## config.mk

```make
export PLATFORM = sky130hd
export DESIGN_NAME = line_write_seq
export DESIGN_NICKNAME = d
export VERILOG_FILES = /design/src/rtl/lws_pkg.sv /design/src/rtl/lws_step_rom.sv /design/src/rtl/lws_ctrl.sv /design/src/rtl/lws_pins.sv /design/src/rtl/line_write_seq.sv
export SDC_FILE = /design/constraint.sdc
export NUM_CORES = 1
export LEC_CHECK = 0
export BUFFER_PORTS_ARGS = -buffer_cell sky130_fd_sc_hd__clkbuf_2
export CAP_MARGIN = 25
export CORE_AREA = 5 5 67 69
export CTS_CLUSTER_SIZE = 14
export DETAILED_ROUTE_END_ITERATION = 6
export DIE_AREA = 0 0 72 74
export PLACE_DENSITY = 0.82
export SLEW_MARGIN = 20
export SYNTH_ARGS = -nofsm -noshare
export SYNTH_HDL_FRONTEND = slang
export SYNTH_HIERARCHICAL = 1
export SYNTH_SLANG_ARGS = --single-unit
```

## constraint.sdc

```tcl
create_clock -name clk -period 3.5 [get_ports clk]
set_clock_uncertainty 0.05 [all_clocks]
set_input_delay 0.35 -clock clk [delete_from_list [all_inputs] [get_ports clk]]
set_output_delay 0.35 -clock clk [all_outputs]
set_load 0.005 [all_outputs]
```

## src/rtl/lws_pkg.sv

```systemverilog
package lws_pkg;

    localparam int STEP_IDX_W = 4;
    localparam int PRE_BIT    = 10;

    typedef enum logic [2:0] {
        CMD_MRS = 3'b000,
        CMD_REF = 3'b001,
        CMD_PRE = 3'b010,
        CMD_ACT = 3'b011,
        CMD_WR  = 3'b100,
        CMD_RD  = 3'b101,
        CMD_BT  = 3'b110,
        CMD_NOP = 3'b111
    } cmd_e;

    typedef enum logic [1:0] {
        SEQ_OPEN  = 2'd0,
        SEQ_NEXT  = 2'd1,
        SEQ_CLOSE = 2'd2
    } seq_e;

    typedef enum logic [1:0] {
        PH_PARKED = 2'd0,
        PH_RUN    = 2'd1,
        PH_STREAM = 2'd2
    } phase_e;

    typedef enum logic [1:0] {
        AD_ZERO = 2'd0,
        AD_ROW  = 2'd1,
        AD_PRE  = 2'd2
    } asrc_e;

    typedef struct packed {
        cmd_e  cmd;
        asrc_e asrc;
        logic  cke;
        logic  ext;
        logic  last;
    } step_t;

    function automatic step_t mk_step(cmd_e c, asrc_e a, logic k, logic e, logic l);
        step_t s;
        s.cmd  = c;
        s.asrc = a;
        s.cke  = k;
        s.ext  = e;
        s.last = l;
        return s;
    endfunction

    function automatic step_t step_lookup(seq_e sq, logic [STEP_IDX_W-1:0] i);
        step_t s;
        s = mk_step(CMD_NOP, AD_ZERO, 1'b0, 1'b0, 1'b1);
        case (sq)
            SEQ_OPEN: begin
                case (i)
                    4'd0, 4'd1, 4'd2, 4'd4, 4'd6:
                            s = mk_step(CMD_NOP, AD_ZERO, 1'b1, 1'b0, 1'b0);
                    4'd3:   s = mk_step(CMD_REF, AD_ZERO, 1'b1, 1'b0, 1'b0);
                    4'd5:   s = mk_step(CMD_ACT, AD_ROW,  1'b1, 1'b0, 1'b0);
                    4'd7:   s = mk_step(CMD_WR,  AD_ZERO, 1'b1, 1'b0, 1'b0);
                    4'd8:   s = mk_step(CMD_NOP, AD_ZERO, 1'b1, 1'b1, 1'b1);
                    default: ;
                endcase
            end
            SEQ_NEXT: begin
                case (i)
                    4'd0, 4'd1, 4'd4, 4'd6:
                            s = mk_step(CMD_NOP, AD_ZERO, 1'b1, 1'b0, 1'b0);
                    4'd2:   s = mk_step(CMD_BT,  AD_ZERO, 1'b1, 1'b0, 1'b0);
                    4'd3:   s = mk_step(CMD_PRE, AD_PRE,  1'b1, 1'b0, 1'b0);
                    4'd5:   s = mk_step(CMD_ACT, AD_ROW,  1'b1, 1'b0, 1'b0);
                    4'd7:   s = mk_step(CMD_WR,  AD_ZERO, 1'b1, 1'b0, 1'b0);
                    4'd8:   s = mk_step(CMD_NOP, AD_ZERO, 1'b1, 1'b1, 1'b1);
                    default: ;
                endcase
            end
            SEQ_CLOSE: begin
                case (i)
                    4'd0, 4'd3:
                            s = mk_step(CMD_NOP, AD_ZERO, 1'b1, 1'b0, 1'b0);
                    4'd1:   s = mk_step(CMD_BT,  AD_ZERO, 1'b1, 1'b0, 1'b0);
                    4'd2:   s = mk_step(CMD_PRE, AD_PRE,  1'b1, 1'b0, 1'b0);
                    4'd4:   s = mk_step(CMD_REF, AD_ZERO, 1'b0, 1'b0, 1'b0);
                    4'd5:   s = mk_step(CMD_NOP, AD_ZERO, 1'b0, 1'b0, 1'b1);
                    default: ;
                endcase
            end
            default: ;
        endcase
        return s;
    endfunction

endpackage

```

## src/rtl/lws_step_rom.sv

```systemverilog
module lws_step_rom
    import lws_pkg::*;
(
    input  seq_e                  seq_i,
    input  logic [STEP_IDX_W-1:0] idx_i,
    output step_t                 step_o
);

    always_comb begin
        step_o = step_lookup(seq_i, idx_i);
    end

endmodule

```

## src/rtl/lws_ctrl.sv

```systemverilog
module lws_ctrl
    import lws_pkg::*;
#(
    parameter int ADDR_W    = 32,
    parameter int PIN_W     = 11,
    parameter int ROW_SHIFT = 10
) (
    input  logic              clk,
    input  logic              rst,
    input  logic              open_req,
    input  logic [ADDR_W-1:0] open_addr,
    input  logic              next_req,
    input  logic [PIN_W-1:0]  next_line,
    input  logic              close_req,
    output step_t             step_o,
    output logic              emit_o,
    output logic [PIN_W-1:0]  row_o,
    output logic              busy_o,
    output logic              err_o
);

    phase_e                ph_q;
    seq_e                  seq_q, seq_sel;
    logic [STEP_IDX_W-1:0] idx_q, idx_sel;
    logic [PIN_W-1:0]      row_q;
    logic                  err_q;
    logic                  acc_open, acc_next, acc_close, acc_any, misuse;
    logic [PIN_W-1:0]      open_row;

    assign open_row  = PIN_W'(open_addr >> ROW_SHIFT);

    assign acc_open  = (ph_q == PH_PARKED) && open_req;
    assign acc_close = (ph_q == PH_STREAM) && close_req;
    assign acc_next  = (ph_q == PH_STREAM) && next_req && !close_req;
    assign acc_any   = acc_open || acc_close || acc_next;
    assign misuse    = (next_req || close_req) && (ph_q != PH_STREAM);

    always_comb begin
        seq_sel = seq_q;
        idx_sel = idx_q;
        if (acc_open) begin
            seq_sel = SEQ_OPEN;
            idx_sel = '0;
        end else if (acc_close) begin
            seq_sel = SEQ_CLOSE;
            idx_sel = '0;
        end else if (acc_next) begin
            seq_sel = SEQ_NEXT;
            idx_sel = '0;
        end
    end

    lws_step_rom u_rom (
        .seq_i  (seq_sel),
        .idx_i  (idx_sel),
        .step_o (step_o)
    );

    always_ff @(posedge clk) begin
        if (rst) begin
            ph_q  <= PH_PARKED;
            seq_q <= SEQ_OPEN;
            idx_q <= '0;
            row_q <= '0;
            err_q <= 1'b0;
        end else begin
            if (misuse) begin
                err_q <= 1'b1;
            end
            if (acc_any) begin
                seq_q <= seq_sel;
                idx_q <= STEP_IDX_W'(1);
                ph_q  <= PH_RUN;
                if (acc_open) begin
                    row_q <= open_row;
                end else if (acc_next) begin
                    row_q <= next_line;
                end
            end else if (ph_q == PH_RUN) begin
                idx_q <= idx_q + 1'b1;
                if (step_o.last) begin
                    ph_q <= (seq_q == SEQ_CLOSE) ? PH_PARKED : PH_STREAM;
                end
            end
        end
    end

    assign emit_o = acc_any || (ph_q == PH_RUN);
    assign row_o  = row_q;
    assign busy_o = (ph_q == PH_RUN);
    assign err_o  = err_q;

    AST_PARK_NO_RUN_ERR: assert property (@(posedge clk) disable iff (rst)
        (ph_q == PH_PARKED && next_req) |=> err_q);
    AST_OPEN_IGNORED_BUSY: assert property (@(posedge clk) disable iff (rst)
        (ph_q == PH_RUN && open_req && !step_o.last) |=> (ph_q == PH_RUN && idx_q == $past(idx_q) + 1'b1));

endmodule

```

## src/rtl/lws_pins.sv

```systemverilog
module lws_pins
    import lws_pkg::*;
#(
    parameter int PIN_W = 11
) (
    input  logic             clk,
    input  logic             rst,
    input  logic             emit_i,
    input  step_t            step_i,
    input  logic [PIN_W-1:0] row_i,
    output cmd_e             cmd_o,
    output logic [PIN_W-1:0] addr_o,
    output logic             cke_o,
    output logic             ext_o
);

    localparam logic [PIN_W-1:0] PRE_WORD = PIN_W'(1) << PRE_BIT;

    logic [PIN_W-1:0] addr_sel;

    always_comb begin
        case (step_i.asrc)
            AD_ROW:  addr_sel = row_i;
            AD_PRE:  addr_sel = PRE_WORD;
            default: addr_sel = '0;
        endcase
    end

    always_ff @(posedge clk) begin
        if (rst) begin
            cmd_o  <= CMD_NOP;
            addr_o <= '0;
            cke_o  <= 1'b0;
            ext_o  <= 1'b0;
        end else if (emit_i) begin
            cmd_o  <= step_i.cmd;
            addr_o <= addr_sel;
            cke_o  <= step_i.cke;
            ext_o  <= step_i.ext;
        end else begin
            cmd_o  <= CMD_NOP;
            addr_o <= '0;
        end
    end

    AST_PRE_A10_HIGH: assert property (@(posedge clk) disable iff (rst)
        (cmd_o == CMD_PRE) |-> addr_o[PRE_BIT]);
    AST_WRITE_COL_ZERO: assert property (@(posedge clk) disable iff (rst)
        (cmd_o == CMD_WR) |-> (addr_o == '0));
    AST_HANDOFF_ON_NOP: assert property (@(posedge clk) disable iff (rst)
        (ext_o != $past(ext_o)) |-> (cmd_o == CMD_NOP));

endmodule

```

## src/rtl/line_write_seq.sv

```systemverilog
module line_write_seq
    import lws_pkg::*;
#(
    parameter int ADDR_W    = 32,
    parameter int PIN_W     = 11,
    parameter int ROW_SHIFT = 10
) (
    input  logic              clk,
    input  logic              rst,
    input  logic              open_req,
    input  logic [ADDR_W-1:0] open_addr,
    input  logic              next_req,
    input  logic [PIN_W-1:0]  next_line,
    input  logic              close_req,
    output logic              mem_cke,
    output logic              mem_ras_n,
    output logic              mem_cas_n,
    output logic              mem_we_n,
    output logic [PIN_W-1:0]  mem_addr,
    output logic              bus_to_ext,
    output logic              busy,
    output logic              seq_error
);

    step_t            step_w;
    logic             emit_w;
    logic [PIN_W-1:0] row_w;
    cmd_e             cmd_w;

    lws_ctrl #(
        .ADDR_W    (ADDR_W),
        .PIN_W     (PIN_W),
        .ROW_SHIFT (ROW_SHIFT)
    ) u_ctrl (
        .clk       (clk),
        .rst       (rst),
        .open_req  (open_req),
        .open_addr (open_addr),
        .next_req  (next_req),
        .next_line (next_line),
        .close_req (close_req),
        .step_o    (step_w),
        .emit_o    (emit_w),
        .row_o     (row_w),
        .busy_o    (busy),
        .err_o     (seq_error)
    );

    lws_pins #(
        .PIN_W (PIN_W)
    ) u_pins (
        .clk    (clk),
        .rst    (rst),
        .emit_i (emit_w),
        .step_i (step_w),
        .row_i  (row_w),
        .cmd_o  (cmd_w),
        .addr_o (mem_addr),
        .cke_o  (mem_cke),
        .ext_o  (bus_to_ext)
    );

    assign {mem_ras_n, mem_cas_n, mem_we_n} = cmd_w;

    AST_EXT_ONLY_NOP: assert property (@(posedge clk) disable iff (rst)
        bus_to_ext |-> (cmd_w == CMD_NOP));
    AST_ERROR_STICKY: assert property (@(posedge clk) disable iff (rst)
        seq_error |=> seq_error);
    AST_BUSY_KEEPS_BUS: assert property (@(posedge clk) disable iff (rst)
        busy |-> !bus_to_ext);
    AST_PARKED_CKE_LOW: assert property (@(posedge clk) disable iff (rst)
        (!busy && !bus_to_ext && !$past(busy)) |-> !mem_cke);

endmodule

```

==> metrics.txt, run 1 <==
outcome=complete, no violations; min Tclk post-route=2.91 ns; Via density=4.96; Site Rows=23; routed vias=1,389; hold buffers post-CTS=0; sequential group share of total power=0.535; Die Wd=72 um; R2R setup slack=0.59 ns; PortBufs=44; register area=721 um2; average wire per standard cell=12.7 um; Critical R2R Launch=u_ctrl/ph_q[1]; CTS Sinks=36; Util after Layout=0.529; most common cell in the netlist=dfxtp_1; met3 WL post-DR=160 um; CTS H-Tree Depth=2; Top FF cell, synth=dfxtp_1; compound-cell area share of the yosys netlist=0.177; core area=3860 um2; slowest stage delay, CP=0.51 ns; DRT met1 WL=1.59 mm; area of the multi-input gates=917 um2; DIE AREA=5330 um2; clock share of power=0.352; Switch Pwr=0.208 mW; DR top layer=met4; I/O Pins=66; Req. time, crit path=3.63 ns; CP most frequent cell=and2_1; die height=74 um; drt first pass iters=4; routed wl met2=1.71 mm; antenna diode count=0; post-synth top area share=0.405; clock tree from TritonCTS=built; maximum number of pins on one net before global-route repair=25; Hold WC Path Type=input pin to register; adder-cell share of the synthesized area=0.0211; antenna violations before repair=0; post-synthesis simple-gate area fraction=0.281; Combinational Power Share=0.113; post-synthesis cell count=191; Worst EP arrival=3.04 ns; EDFF count, synth=0; worst slew pin tran=0.612 ns; R2R depth=10; Post-DP HPWL=2.57 mm; CP startpoint=u_ctrl/ph_q[1]; largest family of logic cells by synthesized area=simple AND/OR/NAND/NOR gates; Area contributors post-synth=dfxtp_1 (41%), a311oi_2 (9.3%), nand2_1 (5.9%); Static Leak=0.831 nW; post-synthesis register bit count=36; Post-Route WL=3.54 mm; Max VDD drop=0.286 mV; Filler Cell Count=372; CP Class=register to register; layout net count=280; fin. max-slew vios=0; max frequency=0.344 GHz; Bufs on Longest Clock Path=2; Fin. Hold Viols=0; Post-synth ARST share=0; Cell Chain, Critical Path=o21bai_1, or2_2, and2_1, nor3b_1, a21oi_1, nor4b_1, inv_1, ha_1, and3b_1, and2_1; post-synthesis xor/xnor area fraction=0.0197; Setup TNS Final=0 ns; CTS Buf Count=5; max-cap viol count=0; RSZ-0062 raised after global routing=false; CP Launch Type=register; mux cell area share after synthesis=0.0169; vias in the first global route=1,278; Resized cells post-CTS=0; Slew HR=0.592; Worst-path clk slew=0.07 ns; reg-to-reg critical path endpoint=u_pins/addr_o[2]; fin crit share=0.831; switching share of power=0.255; Synthesis Warnings=6; layout cell share with drive strength beyond 1=0.317; largest area contributor in the netlist=dfxtp_1; top cells by count, synth=dfxtp_1 (36), nand2_1 (28), nor2_1 (16); DRT iter0 DRCs=76; gr ovfl total=0; Seq/Total Area, Yosys=0.405; CP Capture Point=u_pins/addr_o[2]; Worst setup EP type=register; Internal=0.608 mW; clk_lat worst skew=0.29 ns; first-pass GRT wire length=5.46 mm; Final setup viols=0; critical-path maximum fanout=11; Syn Area/Cell=9.31 um2; Worst path slowest cell=dfxtp_1; P&R area growth vs syn=14.6%; setup repair bufs after CTS=0; Root Buffer=clkbuf_8; # DRC=0; Starting Density=0.461; Netlist cell types=46; Post-DP Area=1950 um2; Final GP Congestion=0.734; Post-DRT Antenna Nets=0; Placement Setup Slack=0.659 ns; fin area=2040 um2; Cell Area, Synth=1780 um2; pwr/cell area=400 nW/um2; Worst Setup Slack, final=0.593 ns; Total Routing Usage GR=0.133; Net Count, Synth=242; Hold Path Depth=3
==> logic make-up (layout without fill, tap and decap cells) <==
kind of cell	after synthesis	in the layout
xor+xnor	4	4
flops	36	36
compound gates	35	35
mux	3	3
fa+ha+maj	3	3
simple gates	89	89
buf+inv	21	60
==> placed cells by master (no fill, tap or decap), types with 2 or more instances in the layout <==
cell type  instances
mux2i_1            3
nand3_1            2
nand2b_1           3
nor3b_1            3
a311oi_2          11
o21bai_1           2
and2b_2            3
clkbuf_2          44
clkinv_2           2
ha_1               3
xnor2_1            3
nor4b_1            2
nor2_1            16
inv_1              8
a21oi_1            8
dfxtp_1           36
nor2b_1            2
nand2_1           28
a211oi_1           2
nor3_1             2
and2_1            14
clkbuf_8           5
or3_1              2
o21ai_0            5
==> power groups by stage <==
stage | clock network (mW) | registers, mW | logic (mW)
2_1_floorplan | 0 | 0.442 | 0.0721
3_3_place_gp | 0 | 0.446 | 0.0896
3_5_place_dp | 0 | 0.446 | 0.0919
4_1_cts | 0.302 | 0.437 | 0.0926
5_1_grt | 0.312 | 0.439 | 0.102
6_report | 0.287 | 0.437 | 0.0920
==> layout make-up <==
cell class,count,area share
well taps,50,0.0307
multi-input cells,134,0.450
inverters,8,0.0147
flip-flops and latches,36,0.354
clock inverters,3,0.00921
repair buffers,44,0.108
clock buffers,5,0.0338
==> critical path, delay by kind of cell, from the launching register on <==
kind | cells | cell delay [ns]
AOI/OAI and AO/OA | 2 | 0.28
adders and majority gates | 1 | 0.20
buffers and inverters | 1 | 0.09
DFF | 1 | 0.51
and+or+nand+nor | 6 | 1.68
==> metal layers <==
layer | global-route usage | vias up
met2 | 0.233 | 29
met3 | 0.0270 | 7
li1 | - | 726
met1 | 0.148 | 627
met5 | 0 | -
met4 | 0.0814 | 0
==> flip-flops by register name, indices dropped and copies added, names as in the netlist <==
| name | cells |
|---|---|
| u_ctrl/idx_q | 4 |
| u_ctrl/err_o | 1 |
| u_pins/ext_o | 1 |
| u_pins/cmd_o | 3 |
| u_pins/addr_o | 11 |
| u_pins/cke_o | 1 |
| u_ctrl/ph_q | 2 |
| u_ctrl/seq_q | 2 |
| u_ctrl/row_o | 11 |
==> worst min path at each step <==
stage                          startpoint                to  slack (ns)
after global placement    u_ctrl/row_o[2]  u_pins/addr_o[2]        0.38
final                        next_line[8]   u_ctrl/row_o[8]        0.28
after global routing         next_line[3]   u_ctrl/row_o[3]        0.28
after detailed placement     u_ctrl/err_o      u_ctrl/err_o        0.39
after floorplan                       rst      u_pins/cke_o        0.37
after CTS                    next_line[8]   u_ctrl/row_o[8]        0.27
==> through the flow <==
| stage | power, mW | instances | hold slack (ns) |
|---|---|---|---|
| after floorplan | 0.514 | 191 | 0.372 |
| after global placement | 0.535 | 272 | 0.385 |
| after detailed placement | 0.538 | 272 | 0.391 |
| after CTS | 0.831 | 280 | 0.270 |
| after global routing | 0.853 | 280 | 0.277 |
| final | 0.816 | 280 | 0.279 |
Power figures use the tool's default switching activity.
==> run 2, diff against run 1 <==
--- a/config.mk
+++ b/config.mk
@@ -7,11 +7,11 @@
 export LEC_CHECK = 0
 export BUFFER_PORTS_ARGS = -buffer_cell sky130_fd_sc_hd__clkbuf_2
 export CAP_MARGIN = 25
-export CORE_AREA = 5 5 67 69
+export CORE_AREA = 5 5 70 72
 export CTS_CLUSTER_SIZE = 14
 export DETAILED_ROUTE_END_ITERATION = 6
-export DIE_AREA = 0 0 72 74
-export PLACE_DENSITY = 0.82
+export DIE_AREA = 0 0 75 77
+export PLACE_DENSITY = 0.79
 export SLEW_MARGIN = 20
 export SYNTH_ARGS = -nofsm -noshare
 export SYNTH_HDL_FRONTEND = slang
==> constraint.sdc (replaced) <==
create_clock -name clk -period 2.58 [get_ports clk]
set_clock_uncertainty 0.05 [all_clocks]
set_input_delay 0.258 -clock clk [delete_from_list [all_inputs] [get_ports clk]]
set_output_delay 0.258 -clock clk [all_outputs]
set_load 0.005 [all_outputs]
==> metrics.txt, run 2 (synthesis gave the netlist of run 1 again) <==
hold_ws=0.187 ns (was 0.279 ns); maximum number of pins on one net before global-route repair=25 (unchanged); Worst EP arrival=2.66 ns (was 3.04 ns); DRT iter0 DRCs=56 (was 76); antenna diode count=0 (unchanged); Final GP Congestion=0.749 (was 0.734); antenna violations before repair=0 (unchanged); max frequency=0.394 GHz (was 0.344 GHz); Fin. Hold Viols=0 (unchanged); clk_lat worst skew=0.29 ns (about the same); DIE AREA=5780 um2 (was 5330 um2); Switch Pwr=0.278 mW (was 0.208 mW); CP Launch Type=register (unchanged); Worst setup EP type=register (unchanged); Cell Chain, Critical Path=o21bai_1, or2_2, and2_4, nor3b_2, a21oi_1, nor4b_2, inv_1, ha_2, and3b_2, and2_1 (was o21bai_1, or2_2, and2_1, nor3b_1, a21oi_1, nor4b_1, inv_1, ha_1, and3b_1, and2_1); Worst-path clk slew=0.07 ns (about the same); PortBufs=44 (unchanged); Slew HR=0.577 (was 0.592); placed cells=285 (was 272); fin crit share=0.983 (was 0.831); Req. time, crit path=2.70 ns (was 3.63 ns); clock share of power=0.362 (was 0.352); core area=4230 um2 (was 3860 um2); CTS H-Tree Depth=2 (unchanged); P&R area growth vs syn=22.6% (was 14.6%); routed vias=1,436 (was 1,389); pwr/cell area=525 nW/um2 (was 400 nW/um2); Filler Cell Count=395 (was 372); sequential group share of total power=0.517 (was 0.535); worst slew pin tran=0.634 ns (was 0.612 ns); first-pass GRT wire length=6.07 mm (was 5.46 mm); Die Wd=75 um (was 72 um); Total Routing Usage GR=0.135 (was 0.133); CP Class=register to register (unchanged); Finished Layout Cells=297 (was 280); die height=77 um (was 74 um); vias in the first global route=1,409 (was 1,278); drt first pass iters=4 (unchanged); average wire per standard cell=12.5 um (was 12.7 um); Max VDD drop=0.284 mV (was 0.286 mV); Setup TNS Final=0 ns (unchanged); outcome=complete, no violations (unchanged); Util after Layout=0.515 (was 0.529); PnR Total Power=1.14 mW (was 0.816 mW); Via density=4.84 (was 4.96); I/O Pins=66 (unchanged); gr ovfl total=0 (unchanged); fin. max-slew vios=0 (unchanged); Post-Route WL=3.72 mm (was 3.54 mm); Hold WC Path Type=input pin to register (unchanged); slowest stage delay, CP=0.35 ns (was 0.51 ns); Worst path slowest cell=dfxtp_2 (was dfxtp_1); hold buffers post-CTS=0 (unchanged); max-cap viol count=0 (unchanged); min Tclk post-route=2.54 ns (was 2.91 ns); switching share of power=0.244 (was 0.255); Site Rows=24 (was 23); Combinational Power Share=0.121 (was 0.113); layout net count=295 (was 280); CTS Sinks=36 (unchanged); clock tree from TritonCTS=built (unchanged); Post-DP HPWL=2.63 mm (was 2.57 mm); CTS Buf Count=5 (unchanged); Internal=0.865 mW (was 0.608 mW); # DRC=0 (unchanged); Bufs on Longest Clock Path=2 (unchanged); commonest non-fill, non-tap cell in the layout=clkbuf_2 (unchanged); Post-DRT Antenna Nets=0 (unchanged); Starting Density=0.420 (was 0.461); Final setup viols=0 (unchanged); Root Buffer=clkbuf_8 (unchanged); layout cell share with drive strength beyond 1=0.376 (was 0.317); Static Leak=0.913 nW (was 0.831 nW); critical-path maximum fanout=6 (was 11); commonest cells after routing, fill and taps aside=clkbuf_2 (44), dfxtp_1 (35), nand2_1 (28) (was clkbuf_2 (44), dfxtp_1 (36), nand2_1 (28))
run 2: cell count changes in the layout (fill, tap and decap cells not counted), moves of 2 or more:
cell,delta
buf_4,+14
clkinv_2,-2
o21ai_0,-2
o21ai_1,+2
run 2: final cells by class:
type / count / area (um2) / area share
flip-flops and latches: 36 / 722 / 0.331
well taps: 52 / 65.1 / 0.0299
clock inverters: 1 / 7.51 / 0.00344
clock buffers: 7 / 86.3 / 0.0396
inverters: 8 / 30.0 / 0.0138
repair buffers: 58 / 325 / 0.149
multi-input cells: 135 / 943 / 0.433
run 2: per-layer routing:
metal  vias to the layer above  GRT usage  wire [um]
met5                         -          0          0
met4                         0     0.0641         80
met3                         6     0.0405        220
met2                        34      0.225       1740
met1                       635      0.154       1680
li1                        761          -          -
run 2: final timing paths:
check | startpoint | to | slack (ns) | cells after the start
worst max-delay path | u_ctrl/ph_q[0] | u_pins/addr_o[6] | 0.04 | 10
worst min-delay path | next_line[5] | u_ctrl/row_o[5] | 0.19 | 3
worst max register to register | u_ctrl/ph_q[0] | u_pins/addr_o[6] | 0.04 | 10
worst min register to register | u_ctrl/row_o[4] | u_pins/addr_o[4] | 0.40 | 1
run 2: worst max-delay path, delay by kind of cell, from the launching register on:
family | cells | cell delay (ns)
compound gates | 2 | 0.27
fa+ha+maj | 1 | 0.19
buf+inv | 1 | 0.08
flops | 1 | 0.35
simple gates | 6 | 1.47
run 2: repair_timing:
item                                    CTS  global route
cloned                                    0             1
endpoints found under the setup margin    1            10
resized for setup                         2             5
buffers inserted                          0             3
pin swaps                                 0             3
endpoints found under the hold margin     0             0
run 2: power groups by stage:
stage                     Combinational (mW)  Sequential [mW]  Clock [mW]
after floorplan                       0.0978            0.599           0
after global placement                 0.134            0.603           0
after detailed placement               0.137            0.604           0
after CTS                              0.137            0.591       0.433
after global routing                   0.155            0.595       0.455
final                                  0.139            0.591       0.413
run 2: metrics by stage:
step | cell area (um2) | setup slack (ns)
2_1_floorplan | 1780 | 0.0619
5_1_grt | 2180 | -0.0599
6_report | 2180 | 0.0434
3_5_place_dp | 2040 | 0.00472
4_1_cts | 2140 | 0.0564
3_3_place_gp | 2040 | 0.0279
==> run 3, diff against run 2 <==
--- a/config.mk
+++ b/config.mk
@@ -12,6 +12,7 @@
 export DETAILED_ROUTE_END_ITERATION = 6
 export DIE_AREA = 0 0 75 77
 export PLACE_DENSITY = 0.79
+export SETUP_SLACK_MARGIN = 0.05
 export SLEW_MARGIN = 20
 export SYNTH_ARGS = -nofsm -noshare
 export SYNTH_HDL_FRONTEND = slang
==> metrics.txt, run 3 (synthesis gave the netlist of run 1 again) <==
outcome=complete, no violations (unchanged); maximum number of pins on one net before global-route repair=25 (unchanged); critical-path maximum fanout=6 (unchanged); Critical R2R Launch=u_ctrl/ph_q[0] (unchanged); Bufs on Longest Clock Path=2 (unchanged); RSZ-0062 raised after global routing=false; Site Rows=24 (unchanged); clock tree from TritonCTS=built (unchanged); CP Class=register to register (unchanged); DIE AREA=5780 um2 (unchanged); commonest non-fill, non-tap cell in the layout=clkbuf_2 (unchanged); antenna diode count=0 (unchanged); hold buffers post-CTS=0 (unchanged); Max VDD drop=0.284 mV (about the same); clk_lat worst skew=0.29 ns (about the same); P&R area growth vs syn=24.4% (was 22.6%); DRT iter0 DRCs=67 (was 56); CTS H-Tree Depth=2 (unchanged); Worst Hold Endpoint=u_ctrl/row_o[5] (unchanged); CP Launch Type=register (unchanged); routed vias=1,430 (was 1,436); PnR Total Power=1.15 mW (was 1.14 mW); Hold Path Depth=3 (unchanged); Final GP Congestion=0.749 (unchanged); layout cell share with drive strength beyond 1=0.388 (was 0.376); Req. time, crit path=2.71 ns (was 2.70 ns); gr ovfl total=0 (unchanged); Slew HR=0.577 (about the same); worst slew pin tran=0.634 ns (about the same); Die Wd=75 um (unchanged); R2R depth=10 (unchanged); Final setup viols=0 (unchanged); max frequency=0.412 GHz (was 0.394 GHz); # DRC=0 (unchanged); Worst-path clk slew=0.07 ns (about the same); CTS Sinks=36 (unchanged); Worst EP arrival=2.56 ns (was 2.66 ns); fin crit share=0.941 (was 0.983); average wire per standard cell=12.6 um (was 12.5 um); pwr/cell area=518 nW/um2 (was 525 nW/um2); PortBufs=44 (unchanged); reg-to-reg critical path endpoint=u_pins/addr_o[6] (unchanged); core area=4230 um2 (unchanged); Setup TNS Final=0 ns (unchanged); I/O Pins=66 (unchanged); Post-Route WL=3.74 mm (was 3.72 mm); Starting Density=0.420 (unchanged); Via density=4.81 (was 4.84); Post-DP HPWL=2.63 mm (unchanged); CTS Buf Count=5 (unchanged); Static Leak=0.917 nW (was 0.913 nW); Total Routing Usage GR=0.135 (unchanged); min Tclk post-route=2.43 ns (was 2.54 ns); first-pass GRT wire length=6.07 mm (unchanged); Fin. Hold Viols=0 (unchanged); die height=77 um (unchanged); R2R setup slack=0.15 ns (was 0.04 ns); Post-DRT Antenna Nets=0 (unchanged); hold path start=next_line[5] (unchanged); commonest cells after routing, fill and taps aside=clkbuf_2 (44), dfxtp_1 (35), nand2_1 (28) (unchanged); vias in the first global route=1,409 (unchanged); drt first pass iters=4 (unchanged); Worst setup EP type=register (unchanged); fin. max-slew vios=0 (unchanged); Root Buffer=clkbuf_8 (unchanged); Hold WC Path Type=input pin to register (unchanged); layout net count=295 (unchanged); antenna violations before repair=0 (unchanged); max-cap viol count=0 (unchanged)
[run 3: worst max-delay path by stage]
stage | start | to | slack, ns | depth (start not counted)
2_1_floorplan | u_ctrl/ph_q[1] | u_pins/addr_o[0] | 0.06 | 13
3_3_place_gp | u_ctrl/ph_q[0] | u_pins/addr_o[6] | 0.03 | 10
3_5_place_dp | u_ctrl/ph_q[0] | u_pins/addr_o[6] | 0.005 | 10
5_1_grt | u_ctrl/ph_q[0] | u_pins/addr_o[1] | 0.02 | 10
6_report | u_ctrl/ph_q[0] | u_pins/addr_o[6] | 0.15 | 10
4_1_cts | u_ctrl/ph_q[0] | u_pins/addr_o[6] | 0.06 | 10
[run 3: stage by stage]
step	setup WS [ns]	std cells	instance area (um2)	hold slack [ns]	utilization
floorplan	0.0619	191	1780	0.280	-
global placement	0.0279	285	2040	0.387	0.482
detailed placement	0.00472	285	2040	0.388	0.482
CTS	0.0564	293	2140	0.177	0.506
global route	0.0224	297	2210	0.186	0.522
finish	0.151	297	2210	0.187	0.522
[run 3: cell type report]
class                   count  area [um2]
flip-flops and latches     36         724
repair buffers             58         325
clock inverters             1        7.51
well taps                  52        65.1
inverters                   8        30.0
clock buffers               7        86.3
multi-input cells         135         973
fillers                   391        2020
[run 3: critical path, stage by stage, from the launching register on]
cell	delay (ns)
dfxtp_4	0.37
o21bai_1	0.17
or2_4	0.26
and2_4	0.17
nor3b_4	0.21
a21oi_2	0.06
nor4b_2	0.33
inv_1	0.12
ha_4	0.18
and3b_2	0.24
and2_4	0.17
[run 3: what timing repair did]
| item | in CTS | in global routing |
|---|---|---|
| resized for setup | 2 | 12 |
| endpoints found under the setup margin | 10 | 11 |
| gates cloned | 0 | 1 |
| buffers inserted | 0 | 3 |
| pin swaps | 0 | 3 |
[run 3: where the power goes]
group | internal [mW] | switching (mW) | total [mW]
clock network | 0.217 | 0.197 | 0.414
logic | 0.0711 | 0.0695 | 0.141
registers | 0.578 | 0.0137 | 0.591
[run 3: routing by layer]
metal / GRT usage / vias up / routed length (um)
li1: - / 760 / -
met1: 0.154 / 635 / 1680
met2: 0.225 / 29 / 1760
met3: 0.0405 / 6 / 220
met4: 0.0641 / 0 / 80
met5: 0 / - / 0
